[src/rtl/rx_daddr_filter_pkg.sv]
// Package: shared types and constants for the destination address filter.
// Assumes a 32-bit status word fragment in which the flag positions are fixed
// by the downstream status consumer.
package rx_daddr_filter_pkg;

    typedef enum logic [1:0] {
        FMODE_OWN_ONLY  = 2'b00,
        FMODE_HASH      = 2'b01,
        FMODE_ALL_MCAST = 2'b10,
        FMODE_PROMISC   = 2'b11
    } filt_mode_e;

    localparam int STAT_W        = 32;
    localparam int STAT_PHYS_BIT = 26;
    localparam int STAT_HASH_BIT = 25;
    localparam int STAT_BCST_BIT = 20;
    localparam int STAT_MCST_BIT = 19;

    localparam int          CRC_W    = 32;
    localparam logic [31:0] CRC_POLY = 32'hEDB8_8320;

    typedef struct packed {
        logic phys;
        logic hash_hit;
        logic bcast;
        logic mcast;
    } addr_class_t;

endpackage

[src/rtl/rx_daddr_classify.sv]
// Module: classifies a destination address as own / broadcast / multicast.
// Assumes the first octet sits in the top byte, with its bit 0 as the group bit.
module rx_daddr_classify #(
    parameter int ADDR_W = 48
) (
    input  logic [ADDR_W-1:0] dest,
    input  logic [ADDR_W-1:0] own,
    output logic              phys,
    output logic              bcast,
    output logic              mcast
);
    localparam int GROUP_BIT = ADDR_W - 8;

    // Combinational address class decode.
    always_comb begin
        phys  = (dest == own);
        bcast = &dest;
        mcast = dest[GROUP_BIT] & ~bcast;
    end
endmodule

[src/rtl/rx_daddr_hash.sv]
// Module: hash index of a destination address via serial CRC-32, unrolled.
// Assumes ADDR_W is a multiple of 8 and the first octet is in the top byte,
// fed least significant bit first; the register is not complemented at the end.
module rx_daddr_hash #(
    parameter int ADDR_W = 48,
    parameter int HASH_W = 6
) (
    input  logic [ADDR_W-1:0] dest,
    output logic [HASH_W-1:0] index
);
    import rx_daddr_filter_pkg::*;

    localparam int OCTETS = ADDR_W / 8;

    logic [CRC_W-1:0] crc;

    // Unrolled bitwise CRC across all address octets.
    always_comb begin
        logic fb;
        crc = '1;
        for (int o = 0; o < OCTETS; o++) begin
            for (int b = 0; b < 8; b++) begin
                fb  = crc[0] ^ dest[ADDR_W - 8*(o+1) + b];
                crc = crc >> 1;
                if (fb) crc = crc ^ CRC_POLY;
            end
        end
        index = crc[CRC_W-1 -: HASH_W];
    end
endmodule

[src/rtl/rx_daddr_decide.sv]
// Module: accept decision from the filter mode and the address class.
// Assumes the class flags are already mutually consistent (bcast excludes mcast).
module rx_daddr_decide (
    input  logic                                   [1:0] mode,
    input  rx_daddr_filter_pkg::addr_class_t             cls,
    output logic                                         keep
);
    import rx_daddr_filter_pkg::*;

    filt_mode_e m;

    // Mode-dependent acceptance rule.
    always_comb begin
        m = filt_mode_e'(mode);
        unique case (m)
            FMODE_OWN_ONLY:  keep = cls.phys;
            FMODE_HASH:      keep = cls.phys | cls.bcast | cls.hash_hit;
            FMODE_ALL_MCAST: keep = cls.phys | cls.bcast | cls.mcast;
            default:         keep = 1'b1;
        endcase
    end
endmodule

[src/rtl/rx_daddr_filter.sv]
// Module: receive destination address filter, top level.
// Registers classification, accept decision and status fragment one cycle after
// the strobe; captures the selected hash table bit while receive is enabled.
// Assumes frame_valid is a single-cycle strobe with all inputs stable in it.
module rx_daddr_filter #(
    parameter int ADDR_W = 48,
    parameter int HASH_W = 6
) (
    input  logic                    clk,
    input  logic                    rst_n,
    input  logic                    rx_en,
    input  logic                    frame_valid,
    input  logic [ADDR_W-1:0]       dest_addr,
    input  logic [ADDR_W-1:0]       station_addr,
    input  logic [(1<<HASH_W)-1:0]  hash_table,
    input  logic [1:0]              filter_mode,
    output logic                    result_valid,
    output logic                    accept,
    output logic                    phys_match,
    output logic                    mcast_hash_match,
    output logic                    is_bcast,
    output logic                    is_mcast,
    output logic [31:0]             stat_word,
    output logic                    hash_sel
);
    import rx_daddr_filter_pkg::*;

    localparam int TABLE_N = 1 << HASH_W;

    logic              c_phys, c_bcast, c_mcast, c_keep, c_sel;
    logic [HASH_W-1:0] c_idx;
    addr_class_t       c_cls;
    addr_class_t       r_cls;

    rx_daddr_classify #(.ADDR_W(ADDR_W)) u_classify (
        .dest  (dest_addr),
        .own   (station_addr),
        .phys  (c_phys),
        .bcast (c_bcast),
        .mcast (c_mcast)
    );

    rx_daddr_hash #(.ADDR_W(ADDR_W), .HASH_W(HASH_W)) u_hash (
        .dest  (dest_addr),
        .index (c_idx)
    );

    // Table lookup and class bundle.
    always_comb begin
        c_sel          = hash_table[c_idx];
        c_cls.phys     = c_phys;
        c_cls.bcast    = c_bcast;
        c_cls.mcast    = c_mcast;
        c_cls.hash_hit = c_mcast & c_sel;
    end

    rx_daddr_decide u_decide (
        .mode (filter_mode),
        .cls  (c_cls),
        .keep (c_keep)
    );

    // Result register: updates on strobe, holds otherwise.
    always_ff @(posedge clk) begin
        if (!rst_n) begin
            result_valid <= 1'b0;
            accept       <= 1'b0;
            r_cls        <= '0;
        end else begin
            result_valid <= frame_valid;
            if (frame_valid) begin
                accept <= c_keep;
                r_cls  <= c_cls;
            end
        end
    end

    // Hash select capture, gated by receive enable.
    always_ff @(posedge clk) begin
        if (!rst_n) hash_sel <= 1'b0;
        else if (frame_valid && rx_en) hash_sel <= c_sel;
    end

    // Output flags and status fragment placement.
    always_comb begin
        phys_match       = r_cls.phys;
        mcast_hash_match = r_cls.hash_hit;
        is_bcast         = r_cls.bcast;
        is_mcast         = r_cls.mcast;
        stat_word                = '0;
        stat_word[STAT_PHYS_BIT] = r_cls.phys;
        stat_word[STAT_HASH_BIT] = r_cls.hash_hit;
        stat_word[STAT_BCST_BIT] = r_cls.bcast;
        stat_word[STAT_MCST_BIT] = r_cls.mcast;
    end

    if (TABLE_N < 2) begin : g_bad_param
        initial $error("HASH_W must be at least 1");
    end
endmodule

[config.mk]
export PLATFORM = sky130hd
export DESIGN_NAME = rx_daddr_filter
export DESIGN_NICKNAME = d
export VERILOG_FILES = /design/src/rtl/rx_daddr_filter_pkg.sv /design/src/rtl/rx_daddr_classify.sv /design/src/rtl/rx_daddr_hash.sv /design/src/rtl/rx_daddr_decide.sv /design/src/rtl/rx_daddr_filter.sv
export SDC_FILE = /design/constraint.sdc
export NUM_CORES = 1
export LEC_CHECK = 0
export ABC_AREA = 1
export BUFFER_PORTS_ARGS = -buffer_cell sky130_fd_sc_hd__buf_2
export CORE_AREA = 2 2 126 128
export DETAILED_ROUTE_END_ITERATION = 6
export DIE_AREA = 0 0 128 130
export GPL_TIMING_DRIVEN = 0
export PLACE_DENSITY = 0.87
export SYNTH_ARGS = -nofsm -noshare
export SYNTH_HDL_FRONTEND = slang
export SYNTH_SLANG_ARGS = --single-unit
[constraint.sdc]
create_clock -name clk -period 4.35 [get_ports clk]
set_input_delay 0.87 -clock clk [delete_from_list [all_inputs] [get_ports clk]]
set_output_delay 0.87 -clock clk [all_outputs]
set_load 0.05 [all_outputs]
==> impl_metrics.tcl <==
set metrics [dict create \
    status "finished with violations" \
    violations "design-rule violations, negative setup slack" \
    ant_nets 0 \
    multi_input_area_sq_mm 0.007751 \
    finalWirelength_mm 34.26 \
    initial_utilization 0.4972 \
    drive_gt1_frac 0.4120 \
    die-area_sq_mm 0.01664 \
    gr-total-overflow 0 \
    regArea_sq_um 140.1 \
    worst_pin_slew_ns 0.9503 \
    met2_length_mm 15.40 \
    clkLatencyLatePin_ns 0.23 \
    crit_path_frequent_cell "nand2_2" \
    clk_path_buf_depth 2 \
    slowest_stage "xnor2_4" \
    core_sq_mm 0.01542 \
    cp_slowest_stage_delay_ns 0.35 \
    syn_avg_cell_area_sq_um 5.252 \
    yosysWarningCount 0 \
    final_area_sq_mm 0.01103 \
    dieHeight_microns 130 \
    synth-edff-count 0 \
    grt_use_total 0.3076 \
    startpoint_type "input port" \
    synth_common_cells "623 x nand2_1, 270 x nand3_1, 119 x inv_1" \
    post_synth_num_cell_types 43 \
    wl_met1_mm 11.50 \
    seq_area_frac_synth 0.01827 \
    worstSetupPathType "in2reg" \
    vias_per_cell 5.822 \
    ff2ff_path_depth 2 \
    cp_max_fo 9 \
    ys.flop_type "dfxtp_1" \
    antenna_cells 0 \
    clock_skew_ns 0 \
    synth_top_cell_by_area "nand2_1" \
    netlist_area_sq_mm 0.007669 \
    routedWlPerCell_microns 17.60 \
    io_pins 205 \
    crit_end "accept" \
    rows 46 \
    cts_buffers 3 \
    crit_path_start "dest_addr[43]" \
    hold_violations 0 \
    top_layer_used "met4" \
    max_clock_freq_ghz 0.1692 \
    grt_pass1_vias 8650 \
    dpl.hpwl_mm 21.91 \
    hold_path_class "reg2reg" \
    synth_seq_cells 7 \
    tritoncts "done" \
    die_w_microns 128 \
    rsz0062_at_grt "yes" \
    fin_crit_sh 1.358 \
    fin_nets 1928 \
    drv_cap 0 \
    synthToLayoutAreaGrowth_pct 43.81 \
    max_slew_margin 0.3606 \
    grt_max_degree 11 \
    drc 6 \
    synth_top_area_share 0.3049 \
    fillerInstances 1169 \
    clock_sinks 7 \
    setup_viol 3 \
    end_kind "flip-flop" \
    cts-root-buf "clkbuf_16" \
    synth-async-reset-ratio 0 \
    r2r_start "is_bcast" \
    route.vias.total 11340 \
    gp_congestion 1.009 \
    layout_min_cycle_time_ns 5.909 \
    drt_first_pass_iters 7 \
    r2r-end "is_bcast" \
    cp_data_required_time_ns 4.47 \
    arrival_ns 6.03 \
    synth_area_leaders "nand2_1 30%, nand3_1 18%, nand2_2 8.2%" \
    fin_ws_ns -1.559 \
    grt_pass1_wl_mm 41.46 \
    clk_pin_slew_worst_paths_ns 0.04 \
    place_area_sq_mm 0.008954 \
    port_buffers 172 \
    synthCells 1460 \
    r2r_slack_ns 3.70 \
    antenna_found_initial 0 \
    slew_violations 0 \
    drt_iter0_markers 1459 \
    yosysMostFrequentCell "nand2_1" \
    wl_met3_mm 4.250 \
    h-tree-depth 1 \
    hold_buffers 0 \
]
[critical path, delay by kind of cell]
family	cells	cell delay (ns)
compound gates	2	0.11
xor+xnor	1	0.35
buf+inv	7	1.13
simple gates	30	3.55
[final cells by class]
cell class	instances	share of cell area
Buffer	57	0.05049
Clock buffer	4	0.007148
Inverter	151	0.05593
Multi-Input combinational cell	1274	0.7029
Sequential cell	7	0.01271
Tap cell	192	0.02178
Timing Repair Buffer	262	0.1491
[per-layer routing]
metal  track usage  vias to the layer above
li1              -                     5155
met1        0.3671                     4946
met2        0.5552                      914
met3       0.03280                      320
met4        0.1441                        0
met5             0                        -
[worst min path at each step]
stage                           from                to  slack, ns  depth (start not counted)
finish                      is_mcast          is_mcast       0.50                          2
global route                is_mcast          is_mcast       0.52                          2
CTS                         is_mcast          is_mcast       0.50                          2
detailed placement  mcast_hash_match  mcast_hash_match       0.50                          2
global placement    mcast_hash_match  mcast_hash_match       0.48                          2
floorplan                   is_mcast          is_mcast       0.69                          2
[kinds of logic after synthesis]
kind of cell | synth area share
compound gates | 0.007994
buf+inv | 0.1388
simple gates | 0.7208
flops | 0.01827
xor+xnor | 0.1038
fa+ha+maj | 0.009789
other cells | 0.0004890
[through the flow]
step           setup TNS (ns)    util  hold WS, ns  setup slack (ns)  cells
2_1_floorplan         -0.2642       -       0.6939           -0.1118   1487
3_3_place_gp           -3.335  0.5805       0.4759            -1.173   1851
3_5_place_dp           -3.743  0.5805       0.4955            -1.256   1851
4_1_cts                -1.830  0.6136       0.4984           -0.6498   1876
5_1_grt                -5.231  0.7150       0.5233            -1.843   1947
6_report               -4.491  0.7150       0.4993            -1.559   1947
[sequential cells by signal, summed over array words and instances (netlist names)]
name	cells
hash_sel	1
accept	1
mcast_hash_match	1
phys_match	1
result_valid	1
is_mcast	1
is_bcast	1
[cell usage in the layout, fill, tap and decap left out, types with 4 or more instances in the layout]
master | netlist | routed
xor2_2 | 2 | 9
nand2_1 | 623 | 515
buf_4 | 38 | 115
buf_12 | 1 | 5
buf_2 | 4 | 172
inv_2 | 27 | 26
nor3_1 | 4 | 4
nor2_1 | 26 | 23
nand2_4 | 33 | 71
nand3_1 | 270 | 223
or2_2 | 7 | 7
nand2_8 | 1 | 11
xor2_4 | 1 | 6
dfxtp_1 | 7 | 7
nand2_2 | 100 | 161
nand3b_1 | 10 | 10
nand4_1 | 15 | 15
buf_8 | 2 | 10
inv_4 | 3 | 6
nor2_4 | 1 | 4
clkbuf_16 | 0 | 6
nor4_1 | 9 | 9
inv_1 | 119 | 113
conb_1 | 1 | 28
nand3_4 | 3 | 14
xor2_1 | 48 | 37
o21ai_0 | 5 | 4
xnor2_1 | 36 | 32
buf_6 | 11 | 13
nand3_2 | 29 | 65
[timing repair]
item | 4_1_cts | 5_1_grt
cloned | 1 | 6
endpoints found under the setup margin | 3 | 3
pin swaps | 17 | 113
gates resized for setup | 47 | 238
setup buffers | 20 | 65
Power is left out: the tool's default activity adds up to more than one toggle a clock period on the data nets, which glitch-free logic cannot reach.
